--- src/rtl/xfs_pkg.sv ---
package xfs_pkg;

    localparam int NUM_CAUSE = 7;
    localparam int CAUSE_LSB = 1;
    localparam int L2_BIT    = 16;
    localparam int SS_BIT    = 30;
    localparam int MULTI_BIT = 31;

    typedef enum logic [1:0] {
        RA_STATUS  = 2'd0,
        RA_ADDR_LO = 2'd1,
        RA_ADDR_HI = 2'd2,
        RA_CTRL    = 2'd3
    } reg_sel_e;

    typedef enum logic [1:0] {
        ST_IDLE    = 2'd0,
        ST_HELD    = 2'd1,
        ST_STALLED = 2'd2
    } ctx_state_e;

endpackage

--- src/rtl/xfs_cause_bank.sv ---
module xfs_cause_bank
    import xfs_pkg::*;
#(
    parameter int NC = NUM_CAUSE
) (
    input  logic          clk,
    input  logic          rst_n,
    input  logic          evt,
    input  logic [NC-1:0] cause,
    input  logic          l2_in,
    input  logic          clr_we,
    input  logic [NC-1:0] clr_cause,
    input  logic          clr_l2,
    input  logic          clr_multi,
    output logic [NC-1:0] cause_q,
    output logic          l2_q,
    output logic          multi_q,
    output logic          any_q,
    output logic          any_next
);

    logic [NC-1:0] cause_d;

    for (genvar k = 0; k < NC; k++) begin : g_bit
        logic set_k;
        logic clr_k;
        assign set_k = evt && cause[k];
        assign clr_k = clr_we && clr_cause[k];
        always_comb begin
            cause_d[k] = cause_q[k];
            if (clr_k) cause_d[k] = 1'b0;
            if (set_k) cause_d[k] = 1'b1;
        end
        always_ff @(posedge clk or negedge rst_n) begin
            if (!rst_n) cause_q[k] <= 1'b0;
            else        cause_q[k] <= cause_d[k];
        end
    end

    assign any_q    = |cause_q;
    assign any_next = |cause_d;

    always_ff @(posedge clk or negedge rst_n) begin
        if (!rst_n) begin
            l2_q    <= 1'b0;
            multi_q <= 1'b0;
        end else begin
            if (evt && l2_in)              l2_q <= 1'b1;
            else if (clr_we && clr_l2)     l2_q <= 1'b0;
            if (evt && any_q)              multi_q <= 1'b1;
            else if (clr_we && clr_multi)  multi_q <= 1'b0;
        end
    end

    AST_CAUSE_SETS: assert property (@(posedge clk) disable iff (!rst_n)
        evt |=> ((cause_q & $past(cause)) == $past(cause)));
    AST_SET_BEATS_CLEAR: assert property (@(posedge clk) disable iff (!rst_n)
        (evt && clr_we && |(cause & clr_cause)) |=> |cause_q);
    AST_CLEAR_ONLY_ONES: assert property (@(posedge clk) disable iff (!rst_n)
        (!evt && clr_we) |=> (cause_q == ($past(cause_q) & ~$past(clr_cause))));
    AST_MULTI_ON_OVERLAP: assert property (@(posedge clk) disable iff (!rst_n)
        (evt && any_q) |=> multi_q);
    AST_IDLE_EVT_NO_CHANGE: assert property (@(posedge clk) disable iff (!rst_n)
        (!evt && !clr_we) |=> $stable(cause_q));

endmodule

--- src/rtl/xfs_stall_fsm.sv ---
module xfs_stall_fsm
    import xfs_pkg::*;
(
    input  logic clk,
    input  logic rst_n,
    input  logic evt,
    input  logic stall_en,
    input  logic release_req,
    input  logic any_next,
    output logic stalled
);

    ctx_state_e st_q;
    ctx_state_e st_d;
    logic       stall_evt;

    assign stall_evt = evt && stall_en;

    always_comb begin
        st_d = st_q;
        unique case (st_q)
            ST_IDLE: begin
                if (stall_evt)  st_d = ST_STALLED;  // FAULT_STALL
                else if (evt)   st_d = ST_HELD;     // FAULT_LOG
            end
            ST_HELD: begin
                if (stall_evt)      st_d = ST_STALLED;  // FAULT_STALL
                else if (!any_next) st_d = ST_IDLE;     // DRAIN
            end
            ST_STALLED: begin
                if (stall_evt)        st_d = ST_STALLED;                   // FAULT_STALL
                else if (release_req) st_d = any_next ? ST_HELD : ST_IDLE; // RELEASE
            end
            default: st_d = ST_IDLE;
        endcase
    end

    always_ff @(posedge clk or negedge rst_n) begin
        if (!rst_n) st_q <= ST_IDLE;
        else        st_q <= st_d;
    end

    always_comb begin
        stalled = (st_q == ST_STALLED);
    end

    AST_STALL_ON_FAULT: assert property (@(posedge clk) disable iff (!rst_n)
        stall_evt |=> stalled);
    AST_NO_STALL_WITHOUT_EN: assert property (@(posedge clk) disable iff (!rst_n)
        (!stalled && !stall_evt) |=> !stalled);
    AST_RELEASE_CLEARS: assert property (@(posedge clk) disable iff (!rst_n)
        (stalled && release_req && !stall_evt) |=> !stalled);

endmodule

--- src/rtl/xfs_addr_latch.sv ---
module xfs_addr_latch #(
    parameter int FAW = 48
) (
    input  logic           clk,
    input  logic           rst_n,
    input  logic           evt,
    input  logic           any_q,
    input  logic [FAW-1:0] addr_in,
    output logic [FAW-1:0] addr_q
);

    logic capture;
    assign capture = evt && !any_q;

    always_ff @(posedge clk or negedge rst_n) begin
        if (!rst_n)       addr_q <= '0;
        else if (capture) addr_q <= addr_in;
    end

    AST_ADDR_HOLD: assert property (@(posedge clk) disable iff (!rst_n)
        any_q |=> $stable(addr_q));
    AST_ADDR_FIRST: assert property (@(posedge clk) disable iff (!rst_n)
        (evt && !any_q) |=> (addr_q == $past(addr_in)));

endmodule

--- src/rtl/xlat_fault_status.sv ---
module xlat_fault_status
    import xfs_pkg::*;
#(
    parameter int FAW = 48
) (
    input  logic                 clk,
    input  logic                 rst_n,
    input  logic                 reg_wr,
    input  logic [1:0]           reg_addr,
    input  logic [31:0]          reg_wdata,
    output logic [31:0]          reg_rdata,
    input  logic                 flt_valid,
    input  logic [NUM_CAUSE-1:0] flt_cause,
    input  logic                 flt_second_level,
    input  logic [FAW-1:0]       flt_addr,
    input  logic                 resume,
    output logic                 irq,
    output logic                 stall
);

    localparam int CAUSE_MSB = CAUSE_LSB + NUM_CAUSE - 1;

    logic                 evt;
    logic                 wr_status;
    logic                 wr_ctrl;
    logic [NUM_CAUSE-1:0] cause_q;
    logic                 l2_q;
    logic                 multi_q;
    logic                 any_q;
    logic                 any_next;
    logic                 stalled;
    logic [FAW-1:0]       addr_q;
    logic [63:0]          addr_ext;
    logic [1:0]           ctrl_q;
    logic                 release_req;
    logic [31:0]          status_word;
    logic                 wdata_unused;

    assign evt       = flt_valid && (|flt_cause);
    assign wr_status = reg_wr && (reg_addr == RA_STATUS);
    assign wr_ctrl   = reg_wr && (reg_addr == RA_CTRL);
    assign release_req = resume || (wr_status && reg_wdata[SS_BIT]);
    assign wdata_unused = ^{reg_wdata[29:17], reg_wdata[15:CAUSE_MSB+1],
                            reg_wdata[0]};

    xfs_cause_bank #(.NC(NUM_CAUSE)) u_cause (
        .clk       (clk),
        .rst_n     (rst_n),
        .evt       (evt),
        .cause     (flt_cause),
        .l2_in     (flt_second_level),
        .clr_we    (wr_status),
        .clr_cause (reg_wdata[CAUSE_MSB:CAUSE_LSB]),
        .clr_l2    (reg_wdata[L2_BIT]),
        .clr_multi (reg_wdata[MULTI_BIT]),
        .cause_q   (cause_q),
        .l2_q      (l2_q),
        .multi_q   (multi_q),
        .any_q     (any_q),
        .any_next  (any_next)
    );

    xfs_stall_fsm u_fsm (
        .clk         (clk),
        .rst_n       (rst_n),
        .evt         (evt),
        .stall_en    (ctrl_q[1]),
        .release_req (release_req),
        .any_next    (any_next),
        .stalled     (stalled)
    );

    xfs_addr_latch #(.FAW(FAW)) u_addr (
        .clk     (clk),
        .rst_n   (rst_n),
        .evt     (evt),
        .any_q   (any_q),
        .addr_in (flt_addr),
        .addr_q  (addr_q)
    );

    always_ff @(posedge clk or negedge rst_n) begin
        if (!rst_n)       ctrl_q <= 2'b00;
        else if (wr_ctrl) ctrl_q <= reg_wdata[1:0];
    end

    assign addr_ext = 64'(addr_q);

    always_comb begin
        status_word = '0;
        status_word[CAUSE_MSB:CAUSE_LSB] = cause_q;
        status_word[L2_BIT]    = l2_q;
        status_word[SS_BIT]    = stalled;
        status_word[MULTI_BIT] = multi_q;
    end

    always_comb begin
        reg_rdata = '0;
        unique case (reg_addr)
            RA_STATUS:  reg_rdata = status_word;
            RA_ADDR_LO: reg_rdata = addr_ext[31:0];
            RA_ADDR_HI: reg_rdata = addr_ext[63:32];
            RA_CTRL:    reg_rdata = {30'd0, ctrl_q};
            default:    reg_rdata = '0;
        endcase
    end

    assign irq   = ctrl_q[0] && any_q;
    assign stall = stalled;

    AST_IRQ_GATED: assert property (@(posedge clk) disable iff (!rst_n)
        !ctrl_q[0] |-> !irq);
    AST_IRQ_NEEDS_FAULT: assert property (@(posedge clk) disable iff (!rst_n)
        irq |-> (reg_addr != RA_STATUS || |reg_rdata[CAUSE_MSB:CAUSE_LSB]));
    AST_CTRL_HOLDS: assert property (@(posedge clk) disable iff (!rst_n)
        !wr_ctrl |=> $stable(ctrl_q));

endmodule

--- config.mk ---
export PLATFORM = sky130hd
export DESIGN_NAME = xlat_fault_status
export DESIGN_NICKNAME = d
export VERILOG_FILES = /design/src/rtl/xfs_pkg.sv /design/src/rtl/xfs_cause_bank.sv /design/src/rtl/xfs_stall_fsm.sv /design/src/rtl/xfs_addr_latch.sv /design/src/rtl/xlat_fault_status.sv
export SDC_FILE = /design/constraint.sdc
export NUM_CORES = 1
export LEC_CHECK = 0
export BUFFER_PORTS_ARGS = -buffer_cell sky130_fd_sc_hd__buf_4
export CORE_MARGIN = 4
export CORE_UTILIZATION = 47
export CTS_BUF_LIST = sky130_fd_sc_hd__clkbuf_4 sky130_fd_sc_hd__clkbuf_8 sky130_fd_sc_hd__clkbuf_16
export DETAILED_ROUTE_END_ITERATION = 10
export GPL_TIMING_DRIVEN = 0
export PLACE_DENSITY = 0.86
export SLEW_MARGIN = 10
export SYNTH_ARGS = -nofsm -noshare
export SYNTH_HDL_FRONTEND = slang
export SYNTH_SLANG_ARGS = --single-unit
--- constraint.sdc ---
create_clock -name clk -period 2.75 [get_ports clk]
set_input_delay 0.4125 -clock clk [delete_from_list [all_inputs] [get_ports clk]]
set_output_delay 0.4125 -clock clk [all_outputs]
set_load 0.005 [all_outputs]
==> impl_metrics.py <==
metrics = {
    "sta": {
        "drv_slew": 0,
        "worst_pin_slew_ps": 756,
        "setup_violations": 0,
        "setup-tns-final_ps": 0,
        "hold_viol": 0,
        "slew-limit-headroom_pct": 49.6,
        "min_period_over_period_pct": 89.6,
        "fin_crit_ps": 2460,
        "fin_skew_ps": 7.73,
        "rsz0062_at_grt": "false",
        "max_freq_mhz": 406,
    },
    "logic_synthesis": {
        "synthesis.nets": 316,
        "yosys_register_bits": 61,
        "async_reset_ff_share_pct": 100,
        "yosysUniqueCellTypes": 35,
        "synth_top_area_share_pct": 52.7,
        "synth_area_leaders": "dfrtp_1 53%, mux2_2 12%, mux2_4 10%",
        "synth_cells": 221,
        "synth_edf_count": 0,
        "yosysTopAreaCell": "dfrtp_1",
        "yosysWarningCount": 0,
        "seq_area_frac_synth_pct": 52.7,
        "yosys_most_used_dff": "dfrtp_1",
        "syn_area_um2": 2900,
        "avgSynthCellArea_um2": 13.1,
    },
    "clock_network": {
        "cts_buffer_depth": 2,
        "cts_hold_buf": 0,
        "post_cts_buffers": 0,
        "cts_resized": 0,
        "clock_sinks": 61,
        "cts_inserted_buffers": 9,
        "cts_tree": "yes",
        "clk-insertion-delay-late_ps": 320,
        "clock-root-buffer": "clkbuf_8",
        "path_clk_slew_ps": 60,
        "htree_num_levels": 3,
    },
    "worst_hold_path": {
        "min_path_type": "input pin to asynchronous set/reset pin",
    },
    "floorplanning": {
        "fp.dieW_um": 86.5,
        "die_area_um2": 7480,
        "die_h_um": 86.5,
        "pin_count": 129,
        "num_rows": 28,
        "start_util_pct": 48.6,
        "core-area_um2": 5960,
    },
    "route": {
        "firstDrtPassIters": 4,
        "drc": 0,
        "wire_per_inst_um": 16.7,
        "viasPerCell": 5.19,
        "first_iter_violations": 70,
        "wl_um": 6920,
        "via_count": 2150,
        "ant_nets": 0,
    },
    "global_routing": {
        "grt_max_degree": 62,
        "grt_pass1_wl_um": 11200,
        "overflow": 0,
        "antenna_found_initial": 0,
        "globalRouteTotalUtil_pct": 19.5,
        "grt_pass1_vias": 2290,
    },
    "run_status": {
        "status": "complete, no violations",
    },
    "run": {
        "drv_cap": 0,
    },
    "place": {
        "io_buffers": 105,
        "place_congestion": 0.843,
        "dp_hpwl_um": 5260,
    },
    "power": {
        "peakVddDrop_uv": 299,
        "leakage_nw": 2.04,
        "p_per_area_nw_per_um2": 500,
    },
    "setup_path": {
        "r2r_slack_ps": 410,
        "slowest_delay_ps": 560,
        "cp_slowest_cell": "or4_1",
        "critical_path_class": "register to output pin",
        "required_ps": 2340,
        "critPathCaptureType": "output pin",
        "cp-start-kind": "register",
        "arrival_ps": 2050,
        "critical_path.max_fanout": 4,
        "path_cells": "or4_1 -> or4_4 -> and2_1 -> buf_4",
    },
    "layout": {
        "syn2layout_area_growth_pct": 35.7,
        "insertedDiodeCount": 0,
        "final_common_cell": "buf_4",
        "final_cell_mix": "105 x buf_4, 61 x dfrtp_1, 30 x mux2_2, 20 x mux2_4",
        "drive_gt1_share_pct": 52.2,
        "postLayoutCoreUtil_pct": 66.0,
        "fin_nets": 432,
    },
}
area by class of cell:
| class | instances | area (um2) |
|---|---|---|
| tap | 75 | 93.8 |
| timing repair buffer | 105 | 788 |
| clock inverter | 3 | 15.0 |
| fill | 489 | 2020 |
| sequential | 61 | 1530 |
| clock buffer | 10 | 138 |
| multi-input combinational | 141 | 1270 |
| inverter | 6 | 22.5 |
| buffer | 13 | 73.8 |
critical path: cells and delay by family (launching register included):
kind / cells / cell delay [ps]
buffers and inverters: 1 / 130
flip-flops: 1 / 410
AND/OR/NAND/NOR: 3 / 1190
through the flow:
stage	instances	total power, mW	worst slack (ps)	instance area, um2	hold slack, ps
after floorplan	221	1.15	577	2900	117
after global placement	401	1.33	432	3780	481
after detailed placement	401	1.34	419	3780	488
after CTS	414	1.99	271	3930	187
after global routing	414	2.07	201	3930	219
final	414	1.96	287	3930	151
cells by family (layout without fill, tap and decap cells):
family          count (synthesis)  after routing  share of synthesized area [%]
compound gates                 35             35                           8.99
xor+xnor                        1              1                          0.302
buf+inv                        19            137                           3.33
flops                          61             61                           52.7
mux                            60             60                           25.9
simple gates                   45             45                           8.77
report_power, final:
| part | switching (mW) | total [mW] | leakage, nW | internal [mW] |
|---|---|---|---|---|
| Clock | 0.308 | 0.640 | 0.0836 | 0.331 |
| Sequential | 0.0482 | 1.01 | 0.755 | 0.961 |
| Combinational | 0.120 | 0.316 | 1.20 | 0.196 |
| Total | 0.477 | 1.96 | 2.04 | 1.49 |
layer usage:
layer	GRT usage, %	up-vias	share of wire [%]
met5	0	-	0
met4	5.38	0	0.56
met3	5.51	2	5.2
met2	32.5	59	52
met1	24.9	1069	42
li1	-	1020	-
cell usage after synthesis, types with 2 or more instances:
library cell and number:
clkbuf_1 7, mux2_2 30, buf_6 3, o21ai_0 8, dfrtp_1 61, a22o_1 15, a21o_1 2, and2_1 14
a21oi_1 3, nand2_1 15, mux2i_1 9, mux2_4 20, buf_2 2, nor2b_1 3, inv_1 6, nor2_1 4
flip-flops by register name, indices dropped and copies added, names as in the netlist:
register,cells
u_cause.multi_q,1
u_fsm.st_q,2
ctrl_q,2
u_cause.cause_q,7
u_cause.l2_q,1
u_addr.addr_q,48
path summary, 6_finish.rpt:
check                                endpoint  cells past startpoint          startpoint
min reg2reg                 u_addr.addr_q[22]                      1   u_addr.addr_q[22]
max                                       irq                      4  u_cause.cause_q[0]
max reg2reg                 u_addr.addr_q[31]                      6  u_cause.cause_q[0]
min                          u_addr.addr_q[4]                      1               rst_n
max in group asynchronous   u_addr.addr_q[24]                      1               rst_n
min in group clk           u_cause.cause_q[3]                      2        flt_cause[3]
Note: power is estimated with default switching activity, not from simulation.
